**src/rtl/gpio_port_pkg.sv**
```systemverilog
package gpio_port_pkg;

  typedef enum logic [1:0] {
    SEL_DATA = 2'd0,
    SEL_DIR  = 2'd1,
    SEL_PULL = 2'd2,
    SEL_NONE = 2'd3
  } reg_sel_e;

  localparam int unsigned BUS_W = 8;

  // Per-bit choice between output latch and sampled pin for a data read.
  function automatic logic [BUS_W-1:0] data_view(
    input logic [BUS_W-1:0] dir,
    input logic [BUS_W-1:0] lat,
    input logic [BUS_W-1:0] pin
  );
    return (dir & lat) | (~dir & pin);
  endfunction

  // A pullup is only offered to a pin that is not being driven.
  function automatic logic [BUS_W-1:0] pull_gate(
    input logic [BUS_W-1:0] pue,
    input logic [BUS_W-1:0] oe
  );
    return pue & ~oe;
  endfunction

endpackage

```
**src/rtl/gpio_in_sync.sv**
```systemverilog
module gpio_in_sync #(
  parameter int unsigned WIDTH  = 6,
  parameter int unsigned STAGES = 2
) (
  input  logic             clk,
  input  logic             rst_n,
  input  logic [WIDTH-1:0] d_raw,
  output logic [WIDTH-1:0] d_sync
);

  logic [WIDTH-1:0] chain_q [STAGES];

  generate
    for (genvar s = 0; s < STAGES; s++) begin : g_stage
      if (s == 0) begin : g_first
        always_ff @(posedge clk or negedge rst_n) begin
          if (!rst_n) chain_q[0] <= '0;
          else        chain_q[0] <= d_raw;
        end
      end else begin : g_next
        always_ff @(posedge clk or negedge rst_n) begin
          if (!rst_n) chain_q[s] <= '0;
          else        chain_q[s] <= chain_q[s-1];
        end
      end
    end
  endgenerate

  assign d_sync = chain_q[STAGES-1];

  // Latency check: only for the two-stage build, after two clean cycles.
  generate
    if (STAGES == 2) begin : g_chk
      logic [1:0] warm_q;
      always_ff @(posedge clk or negedge rst_n) begin
        if (!rst_n)            warm_q <= '0;
        else if (warm_q != 2'd3) warm_q <= warm_q + 2'd1;
      end
      a_r9_two_edge_latency: assert property (@(posedge clk) disable iff (!rst_n)
        (warm_q >= 2'd2) |-> (d_sync == $past(d_raw, 2)));
    end
  endgenerate

endmodule

```
**src/rtl/gpio_port_regs.sv**
```systemverilog
module gpio_port_regs
  import gpio_port_pkg::*;
#(
  parameter int unsigned WIDTH  = 6,
  parameter int unsigned DATA_W = 8
) (
  input  logic              clk,
  input  logic              rst_n,
  input  logic              wr_en,
  input  logic [1:0]        addr,
  input  logic [WIDTH-1:0]  wbits,
  input  logic [WIDTH-1:0]  pin_sync,
  output logic [WIDTH-1:0]  lat_q,
  output logic [WIDTH-1:0]  dir_q,
  output logic [WIDTH-1:0]  pue_q,
  output logic [DATA_W-1:0] rdata
);

  logic wr_lat, wr_dir, wr_pue;
  assign wr_lat = wr_en && (reg_sel_e'(addr) == SEL_DATA);
  assign wr_dir = wr_en && (reg_sel_e'(addr) == SEL_DIR);
  assign wr_pue = wr_en && (reg_sel_e'(addr) == SEL_PULL);

  // Output latch: deliberately outside the reset domain.
  always_ff @(posedge clk) begin
    if (wr_lat) lat_q <= wbits;
  end

  always_ff @(posedge clk or negedge rst_n) begin
    if (!rst_n) begin
      dir_q <= '0;
      pue_q <= '0;
    end else begin
      if (wr_dir) dir_q <= wbits;
      if (wr_pue) pue_q <= wbits;
    end
  end

  logic [BUS_W-1:0] view_w;
  assign view_w = data_view(BUS_W'(dir_q), BUS_W'(lat_q), BUS_W'(pin_sync));

  always_comb begin
    rdata = '0;
    unique case (reg_sel_e'(addr))
      SEL_DATA: rdata[WIDTH-1:0] = view_w[WIDTH-1:0];
      SEL_DIR:  rdata[WIDTH-1:0] = dir_q;
      SEL_PULL: rdata[WIDTH-1:0] = pue_q;
      default:  rdata = '0;
    endcase
  end

  a_r2_lat_hold: assert property (@(posedge clk) disable iff (!rst_n)
    !wr_lat |=> $stable(lat_q));
  a_r2_dir_hold: assert property (@(posedge clk) disable iff (!rst_n)
    !wr_dir |=> $stable(dir_q));
  a_r2_dir_write: assert property (@(posedge clk) disable iff (!rst_n)
    wr_dir |=> (dir_q == $past(wbits)));
  a_r2_pue_write: assert property (@(posedge clk) disable iff (!rst_n)
    wr_pue |=> (pue_q == $past(wbits)));

endmodule

```
**src/rtl/gpio_pin_route.sv**
```systemverilog
module gpio_pin_route
  import gpio_port_pkg::*;
#(
  parameter int unsigned WIDTH  = 6,
  parameter int unsigned TX_PIN = 0,
  parameter int unsigned RX_PIN = 1
) (
  input  logic             ser_en,
  input  logic             ser_tx,
  input  logic [WIDTH-1:0] lat_q,
  input  logic [WIDTH-1:0] dir_q,
  input  logic [WIDTH-1:0] pue_q,
  input  logic [WIDTH-1:0] pin_sync,
  output logic [WIDTH-1:0] pin_oe,
  output logic [WIDTH-1:0] pin_out,
  output logic [WIDTH-1:0] pin_pu,
  output logic             ser_rx
);

  generate
    for (genvar i = 0; i < WIDTH; i++) begin : g_pin
      if (i == TX_PIN) begin : g_tx
        assign pin_oe[i]  = ser_en ? 1'b1 : dir_q[i];
        assign pin_out[i] = ser_en ? ser_tx : lat_q[i];
      end else if (i == RX_PIN) begin : g_rx
        assign pin_oe[i]  = ser_en ? 1'b0 : dir_q[i];
        assign pin_out[i] = lat_q[i];
      end else begin : g_gp
        assign pin_oe[i]  = dir_q[i];
        assign pin_out[i] = lat_q[i];
      end
    end
  endgenerate

  logic [BUS_W-1:0] pu_w;
  assign pu_w   = pull_gate(BUS_W'(pue_q), BUS_W'(pin_oe));
  assign pin_pu = pu_w[WIDTH-1:0];

  assign ser_rx = ser_en ? pin_sync[RX_PIN] : 1'b1;

endmodule

```
**src/rtl/gpio_shared_port.sv**
```systemverilog
module gpio_shared_port
  import gpio_port_pkg::*;
#(
  parameter int unsigned NPINS  = 6,
  parameter int unsigned DATA_W = 8,
  parameter int unsigned TX_PIN = 0,
  parameter int unsigned RX_PIN = 1,
  parameter int unsigned SYNC_N = 2
) (
  input  logic              clk,
  input  logic              rst_n,
  input  logic              wr_en,
  input  logic [1:0]        addr,
  input  logic [DATA_W-1:0] wdata,
  output logic [DATA_W-1:0] rdata,
  input  logic              ser_en,
  input  logic              ser_tx,
  output logic              ser_rx,
  input  logic [NPINS-1:0]  pin_in,
  output logic [NPINS-1:0]  pin_oe,
  output logic [NPINS-1:0]  pin_out,
  output logic [NPINS-1:0]  pin_pu
);

  logic [NPINS-1:0] pin_sync;
  logic [NPINS-1:0] lat_q, dir_q, pue_q;
  logic             unused_hi;

  assign unused_hi = ^wdata[DATA_W-1:NPINS];

  gpio_in_sync #(.WIDTH(NPINS), .STAGES(SYNC_N)) i_sync (
    .clk    (clk),
    .rst_n  (rst_n),
    .d_raw  (pin_in),
    .d_sync (pin_sync)
  );

  gpio_port_regs #(.WIDTH(NPINS), .DATA_W(DATA_W)) i_regs (
    .clk      (clk),
    .rst_n    (rst_n),
    .wr_en    (wr_en),
    .addr     (addr),
    .wbits    (wdata[NPINS-1:0]),
    .pin_sync (pin_sync),
    .lat_q    (lat_q),
    .dir_q    (dir_q),
    .pue_q    (pue_q),
    .rdata    (rdata)
  );

  gpio_pin_route #(.WIDTH(NPINS), .TX_PIN(TX_PIN), .RX_PIN(RX_PIN)) i_route (
    .ser_en   (ser_en),
    .ser_tx   (ser_tx),
    .lat_q    (lat_q),
    .dir_q    (dir_q),
    .pue_q    (pue_q),
    .pin_sync (pin_sync),
    .pin_oe   (pin_oe),
    .pin_out  (pin_out),
    .pin_pu   (pin_pu),
    .ser_rx   (ser_rx)
  );

  a_r1_upper_zero: assert property (@(posedge clk) disable iff (!rst_n)
    rdata[DATA_W-1:NPINS] == '0);
  a_r4_tx_owned: assert property (@(posedge clk) disable iff (!rst_n)
    ser_en |-> (pin_oe[TX_PIN] && (pin_out[TX_PIN] == ser_tx)));
  a_r4_rx_owned: assert property (@(posedge clk) disable iff (!rst_n)
    ser_en |-> !pin_oe[RX_PIN]);
  a_r3_dir_rules: assert property (@(posedge clk) disable iff (!rst_n)
    !ser_en |-> (pin_oe == dir_q));
  a_r7_no_pull_on_drive: assert property (@(posedge clk) disable iff (!rst_n)
    (pin_pu & pin_oe) == '0);
  a_r5_rx_idle: assert property (@(posedge clk) disable iff (!rst_n)
    !ser_en |-> ser_rx);

endmodule

```
**config.mk**
```make
export PLATFORM = sky130hd
export DESIGN_NAME = gpio_shared_port
export DESIGN_NICKNAME = d
export VERILOG_FILES = /design/src/rtl/gpio_port_pkg.sv /design/src/rtl/gpio_in_sync.sv /design/src/rtl/gpio_port_regs.sv /design/src/rtl/gpio_pin_route.sv /design/src/rtl/gpio_shared_port.sv
export SDC_FILE = /design/constraint.sdc
export NUM_CORES = 1
export LEC_CHECK = 0
export BUFFER_PORTS_ARGS = -buffer_cell sky130_fd_sc_hd__buf_2
export CAP_MARGIN = 10
export CORE_MARGIN = 8
export CORE_UTILIZATION = 48
export CTS_CLUSTER_DIAMETER = 150
export DETAILED_ROUTE_END_ITERATION = 10
export PLACE_DENSITY = 0.78
export SLEW_MARGIN = 20
export SYNTH_ARGS = -nofsm -noshare
export SYNTH_HDL_FRONTEND = slang
export SYNTH_SLANG_ARGS = --single-unit
```
**constraint.sdc**
```tcl
create_clock -name clk -period 1.22 [get_ports clk]
set_clock_uncertainty 0.05 [all_clocks]
set_input_delay 0.244 -clock clk [delete_from_list [all_inputs] [get_ports clk]]
set_output_delay 0.244 -clock clk [all_outputs]
set_load 0.01 [all_outputs]
```
== Word level (Yosys, flattened, before mapping) ==
Cells that the tools add are included.
Widths: inputs -> output; s select.

* Flip-flop bits (word level): 30
* Input bits: 21
* Output and inout bits: 27
* Logic and storage cells: 22

* Equality and inequality tests: 2
* Mux-type cells: 5
* Bitwise operators: 6
* Reduce and logical (&&, ||, !) cells: 4

{| class="wikitable"
|+ Operators by type and width
! cell !! number
|-
| $and 6x6->6 || 3
|-
| $pmux 6 s3 || 1
|-
| $not 6->6 || 2
|-
| $or 6x6->6 || 1
|-
| $mux 1 || 4
|-
| $logic_and 1x1->1 || 3
|-
| $eq 2x1->1 const B || 1
|-
| $eq 2x2->1 const B || 1
|-
| $logic_not 2->1 || 1
|}

== Logic depth before layout (Yosys ltp) ==
Gate-level depths: netlist of the first run.

* Depth in word-level cells: 4
* Depth in mapped cells: 4
* Depth with buffers taken out: 3

== Cells and area by module ==
From an unflattened synthesis of the first run, not the netlist that was laid out.

* Cells, all modules: 102
* Area, all modules: 1375.1 um2

{| class="wikitable"
|+ By module, submodules not included
! module !! instances !! cells an instance !! area each (um2) !! sequential area each (um2)
|-
| gpio_port_regs || 1 || 64 || 888.4 || 480.5
|-
| gpio_in_sync || 1 || 18 || 345.3 || 300.3
|-
| gpio_pin_route || 1 || 20 || 141.4 || 0.0
|}

== Least setup slack after synthesis of the first run ==
Ideal clock, no wire load.

* Path type: input -> register
* Start point: in addr[0]
* End point: reg i_regs.lat_q[0], enable pin
* Library setup time: 379 ps
* Arrival time: 950 ps
* Required time: 791 ps
* Slack: -159 ps
* Stages: 2
* Path buffers: 1
* Path through: buf_2 -> nor3b_1

* Longest elaborated chain between the ends: 2

{| class="wikitable"
|+ RTL lines
! what !! line !! RTL
|-
| start, declared || gpio_shared_port.sv:13 || <nowiki>input logic [1:0] addr,</nowiki>
|-
| $logic_not 2->1 || gpio_port_regs.sv:20 || <nowiki>assign wr_lat = wr_en && (reg_sel_e'(addr) == SEL_DATA);</nowiki>
|-
| $logic_and 1x1->1 || gpio_port_regs.sv:20 ||
|-
| via i_regs.wr_lat || gpio_port_regs.sv:19 || <nowiki>logic wr_lat, wr_dir, wr_pue;</nowiki>
|-
| end signal, assigned || gpio_port_regs.sv:26 || <nowiki>if (wr_lat) lat_q <= wbits;</nowiki>
|-
| end, declared || gpio_port_regs.sv:13 || <nowiki>output logic [WIDTH-1:0] lat_q,</nowiki>
|}

The timed path passes the listed nets, and every way through them passes these cells.
A chain may end at the register's enable or synchronous reset.

== Worst setup path in the final report of the first run ==
* Start point: reg i_regs.dir_q[5]
* End point: out rdata[5]

* Longest elaborated chain between the ends: 4
* Elaborated cells between the ends (all ways): 5
* Classes of those cells: 1 x mux; 4 x bitwise

{| class="wikitable"
|+ RTL lines
! what !! line !! RTL
|-
| start, declared || gpio_port_regs.sv:14 || <nowiki>output logic [WIDTH-1:0] dir_q,</nowiki>
|-
| start signal, assigned || gpio_port_regs.sv:34 || <nowiki>if (wr_dir) dir_q <= wbits;</nowiki>
|-
| $not 6->6 || gpio_port_pkg.sv:18 || <nowiki>return (dir & lat) | (~dir & pin);</nowiki>
|-
| $and 6x6->6 || gpio_port_pkg.sv:18 ||
|-
| $or 6x6->6 || gpio_port_pkg.sv:18 ||
|-
| $pmux 6 s3 * || gpio_port_regs.sv:44 || <nowiki>unique case (reg_sel_e'(addr))</nowiki>
|-
| end, declared || gpio_shared_port.sv:15 || <nowiki>output logic [DATA_W-1:0] rdata,</nowiki>
|}

Every way passes the cells marked *; elsewhere a longest branch is shown, timed or not.

==> run summary, run 1 <==
synth-to-layout area growth - 43.8%
Static Leak - 0.915 nW
ys async rst share - 80.0%
Post-Synthesis Cells - 97
most frequent cells in the layout - buf_2 (32), dfrtp_1 (24), buf_6 (19)
DRC - 0
n_diodes - 0
Worst Path Buf+Inv - 1
ranking of synthesized cells by area - dfrtp_1 (46%), edfxtp_1 (14%), mux2_4 (6.9%), buf_4 (6.3%), mux2_2 (6.0%)
final wirelength - 3.05 mm
Final WS setup - -0.342 ns
crit-path max FO - 2
CTS tree - yes
crit path time final - 1.56 ns
final net count - 178
crit path to - rdata[5]
WP depth - 4
root buffer cell - clkbuf_4
Final Core Density - 70.3%
CP Launch Type - flip-flop
GRT Total Usage - 13.3%
Crit path max-delay family - flip-flops
WL met2 - 1.60 mm
Least-Margin Pin Slew - 0.506 ns
Tcrit/Tclk final - 128%
Die W - 68.3 um
Final Max Tran Viols - 0
status - finished, violations left
netlist area before placement - 1310 um2
CTS buffer count - 5
Post-DP HPWL - 2.08 mm
H-tree depth - 2
clock sink count - 30
max-cap check violation count - 0
Chip Height - 68.3 um
clk_lat worst skew - 0.32 ns
Post-Synthesis Mean Instance Area - 13.5 um2
routed vias - 947
Crit Path Category - reg2out
flop2flop setup slack - 0.03 ns
RSZ-0062 raised after global routing - true
DRT antenna net count - 0
initial core utilization - 48.9%
WL met3 - 309 um
slowest CP cell - dfrtp_1
max layer used - met4
largest net degree at the start of global routing - 25
vias in the first global route - 1029
CTS Buffer Depth - 2
Reg clk slew, reported paths - 0.09 ns
FMAX - 0.640 GHz
Synth area leader - dfrtp_1
Setup crit start - i_regs.dir_q[5]
Initial DRT Pass Iterations - 4
CP arrival - 1.27 ns
Ys Warns - 0
FF-to-FF Start - i_regs.dir_q[1]
HP Class - in2reg
post-synthesis register bit count - 30
layout cell share with drive strength beyond 1 - 58.2%
antenna violations before repair - 0
WL/cell - 16.1 um
CP required - 0.93 ns
Top Ports - 48
Power Dens Cells - 1370 nW/um2
IO Port Bufs - 43
Setup TNS - -4.19 ns
GP Congestion - 0.706
Final Hold Fails - 0
Final Setup Violations - 20
DIE AREA - 4670 um2
Netlist cell types - 23
total core area - 2690 um2
grt ovf - 0
CP cell instances - nor4b_1 -> a21oi_1 -> nand2_1 -> buf_2
endpoint class of the critical path - primary output
Relative slew margins - 66.3%
r2r endpoint - i_regs.dir_q[1]
Register-to-Register Path Depth - 4
Worst path max stage delay - 0.40 ns
Metal-1 WL - 1.10 mm
VDD IR max - 1.47 mV
failing checks - setup timing
Seq/Total Area, Yosys - 59.4%
iteration-0 DRC count of the detailed router - 27
EDFF count, synth - 6
Post-synth top flop - dfrtp_1
first-pass GRT wire length - 4.49 mm
# rows - 19
most common cell after layout, fill and taps aside - buf_2
post-synth top area share - 45.7%
Via density - 5.01
## Yosys cell counts, types with 2 or more instances
cell type and count:
nor4b_1 5, inv_1 2, nor2b_1 6, nor2_1 2, mux2_2 7, a21oi_1 6, buf_4 11, edfxtp_1 6
mux2_4 6, dfrtp_1 24, o211ai_1 5, nand2_1 6
## how the worst min path moves through the flow
stage              from                to  slack, ns  depth (start not counted)
4_1_cts        wdata[0]   i_regs.lat_q[0]       0.05                          1
3_3_place_gp      rst_n  i_sync.d_sync[3]       0.19                          1
3_5_place_dp      rst_n   i_regs.dir_q[3]       0.20                          1
5_1_grt        wdata[2]   i_regs.lat_q[2]       0.05                          1
6_report       wdata[3]   i_regs.lat_q[3]       0.06                          1
2_1_floorplan     rst_n   i_regs.dir_q[0]      -0.10                          0
## power by group
part,switching (mW),total [mW],internal [mW]
combinational,0.311,0.780,0.469
clock,0.316,0.594,0.279
sequential,0.0791,1.21,1.13
## metal layers
| layer | track usage [%] | up-vias |
|---|---|---|
| li1 | - | 445 |
| met1 | 12.7 | 461 |
| met2 | 23.8 | 35 |
| met3 | 5.24 | 6 |
| met4 | 7.67 | 0 |
| met5 | 0 | - |
## what timing repair did
action / CTS / global route
gates resized for setup: 18 / 17
hold buffers: 7 / 0
setup endpoints to repair: 20 / 21
pin swaps: 1 / 0
endpoints found under the hold margin: 30 / 0
buffers inserted: 2 / 4
## logic make-up after synthesis
| group | after synthesis | share of synthesized area, % |
|---|---|---|
| buf+inv | 15 | 8.10 |
| compound gates | 13 | 6.10 |
| other cells | 1 | 0.285 |
| mux | 13 | 12.9 |
| flops | 30 | 59.4 |
| simple gates | 25 | 13.2 |
## area by class of cell
cell class | count | area, um2
clock inverters | 1 | 5.00
flip-flops and latches | 30 | 781
well taps | 31 | 38.8
fillers | 185 | 797
inverters | 2 | 7.51
multi-input cells | 53 | 505
repair buffers | 65 | 497
clock buffers | 7 | 55.1
## flip-flops by register name, indices dropped and copies added, names as in the netlist
signal          flops
i_sync.chain_q      6
i_sync.d_sync       6
i_regs.pue_q        6
i_regs.dir_q        6
i_regs.lat_q        6
## stage by stage
stage	instance area, um2	hold slack (ns)	setup slack, ns	std cells	power (mW)
after global placement	1550	0.192	-0.144	168	1.73
after detailed placement	1550	0.195	-0.216	168	1.76
after floorplan	1320	-0.102	0.0622	98	1.53
after CTS	1780	0.0512	-0.347	185	2.47
after global routing	1890	0.0493	-0.407	189	2.72
final	1890	0.0634	-0.342	189	2.58
Power figures use the tool's default switching activity.
==> run 2: changes to the inputs <==
Settings changed: CELL_PAD_IN_SITES_DETAIL_PLACEMENT set to 1, CELL_PAD_IN_SITES_GLOBAL_PLACEMENT set to 2, CORE_MARGIN 8 to 2, CORE_UTILIZATION 48 to 31, PLACE_DENSITY 0.78 to unset, PLACE_DENSITY_LB_ADDON set to 0.1, REMOVE_ABC_BUFFERS set to 1.
==> run 2 against run 1 <==
Compared with the run above: the run still ends with setup timing left; critical path type unchanged; die area rose by 2.3%; utilization fell by 24 points; clock power rose by 35%; setup slack improved by 0.070 ns; register-to-register slack improved by 0.14 ns; flip-flop and latch count did not move; maximum frequency rose by 4.7%; worst hold slack got worse by 0.047 ns.
==> run summary, run 2 (synthesis gave the netlist of run 1 again) <==
GP Congestion - 0.660 (-6.4%)
layout cell share with drive strength beyond 1 - 61.7% (+3.5 points)
CTS Buffer Depth - 2 (unchanged)
largest net degree at the start of global routing - 25 (unchanged)
Final Max Tran Viols - 0 (unchanged)
Tcrit/Tclk final - 122% (-5.8 points)
final total power - 2.72 mW (+5.2%)
GRT Total Usage - 13.7% (+0.35 points)
IO Port Bufs - 43 (unchanged)
most frequent cells in the layout - buf_2 (34), dfrtp_1 (23), buf_6 (16)
Top Ports - 48 (unchanged)
crit-path max FO - 4 (+2)
most common cell after layout, fill and taps aside - buf_2
failing checks - setup timing
CTS tree - yes
Chip Height - 69.1 um (+1.1%)
FMAX - 0.670 GHz (+4.7%)
Hold WS - 0.0162 ns (-0.0472 ns)
DIE AREA - 4770 um2 (+2.3%)
initial core utilization - 32.6% (-16 points)
DRT antenna net count - 0 (unchanged)
grt ovf - 0 (unchanged)
Final Setup Violations - 20 (unchanged)
clk_lat worst skew - 0.28 ns (-0.04 ns)
Post-DP HPWL - 2.12 mm (+1.9%)
n_diodes - 0 (unchanged)
clock sink count - 30 (unchanged)
total core area - 4030 um2 (+50%)
Final WS setup - -0.272 ns (+0.0704 ns)
Relative slew margins - 63.0% (-3.2 points)
Crit Path Category - reg2out
Non-Filler Instances - 204 (+7.9%)
Initial DRT Pass Iterations - 4 (unchanged)
routed vias - 911 (-3.8%)
Static Leak - 0.887 nW (-3.0%)
final wirelength - 3.04 mm (-0.43%)
RSZ-0062 raised after global routing - true
root buffer cell - clkbuf_8
CP arrival - 1.20 ns (-0.07 ns)
Via density - 4.47 (-11%)
VDD IR max - 0.788 mV (-46%)
first-pass GRT wire length - 4.95 mm (+10%)
HP Class - in2reg
Setup TNS - -2.97 ns (+1.22 ns)
CP Launch Type - flip-flop
endpoint class of the critical path - primary output
max-cap check violation count - 0 (unchanged)
# rows - 23 (+4)
iteration-0 DRC count of the detailed router - 11 (-59%)
vias in the first global route - 993 (-3.5%)
Inst Count DP - 188 (+12%)
Least-Margin Pin Slew - 0.554 ns (+0.0486 ns)
H-tree depth - 2 (unchanged)
synth-to-layout area growth - 42.4%
crit path time final - 1.49 ns (-0.0704 ns)
WL/cell - 14.9 um (-7.7%)
Reg clk slew, reported paths - 0.06 ns (-0.03 ns)
Power Dens Cells - 1450 nW/um2 (+6.3%)
Filler cells - 443 (+140%)
DRC - 0 (unchanged)
CTS buffer count - 5 (unchanged)
CP required - 0.93 ns (about the same)
final net count - 174 (-2.2%)
status - finished, violations left
antenna violations before repair - 0 (unchanged)
Final Hold Fails - 0 (unchanged)
Die W - 69.1 um (+1.1%)
-- run 2: cell count changes in the layout (fill, tap and decap cells not counted), sizes merged --
cell         delta
buf             +2
dlygate4sd3     -6
-- run 2: final timing paths --
kind                       slack [ns]               start  cells after the start           endpoint
min in group asynchronous        0.44               rst_n                      2    i_regs.dir_q[3]
hold / removal                   0.02           pin_in[3]                      1  i_sync.chain_q[9]
max in group asynchronous        0.28               rst_n                      2    i_regs.dir_q[4]
setup / recovery                -0.27     i_regs.dir_q[0]                      4           rdata[0]
hold reg to reg                  0.30  i_sync.chain_q[10]                      0   i_sync.d_sync[4]
setup reg to reg                 0.17     i_regs.dir_q[2]                      3    i_regs.dir_q[2]
-- run 2: repair_timing --
action,CTS,global route
buffers inserted,5,3
gates cloned,0,0
hold buffers,1,0
setup endpoints to repair,19,21
pin swaps,1,2
gates resized for setup,16,16
endpoints found under the hold margin,24,0
-- run 2: layout make-up --
cell class / instances / area (um2) / area share [%]
clock inverter: 1 / 5.00 / 0.268
clock buffer: 7 / 86.3 / 4.62
inverter: 2 / 7.51 / 0.401
sequential: 30 / 782 / 41.8
timing repair buffer: 61 / 435 / 23.3
tap: 50 / 62.6 / 3.34
multi-input combinational: 53 / 492 / 26.3
-- run 2: critical path: stages, from the launching register on --
cell and delay, ns:
dfrtp_1 0.43, nor4b_2 0.23, a21oi_1 0.06, nand2_1 0.07
buf_2 0.12
-- run 2: report_power, final --
group / internal [mW] / switching (mW)
sequential: 1.13 / 0.0838
clock: 0.454 / 0.348
combinational: 0.415 / 0.284
-- run 2: per-layer routing --
metal  wire length, um  vias up  global-route usage, %
li1                  -      438                      -
met1              1220      433                   15.4
met2              1570       34                   23.6
met3               203        6                   4.82
met4                46        0                   5.23
met5                 0        -                      0
-- run 2: through the flow --
stage	utilization (%)	worst slack [ns]	instance area, um2
detailed placement	39.0	-0.211	1570
floorplan	-	0.0114	1220
global route	46.4	-0.348	1870
finish	46.4	-0.272	1870
global placement	39.0	-0.186	1570
CTS	44.3	-0.258	1790
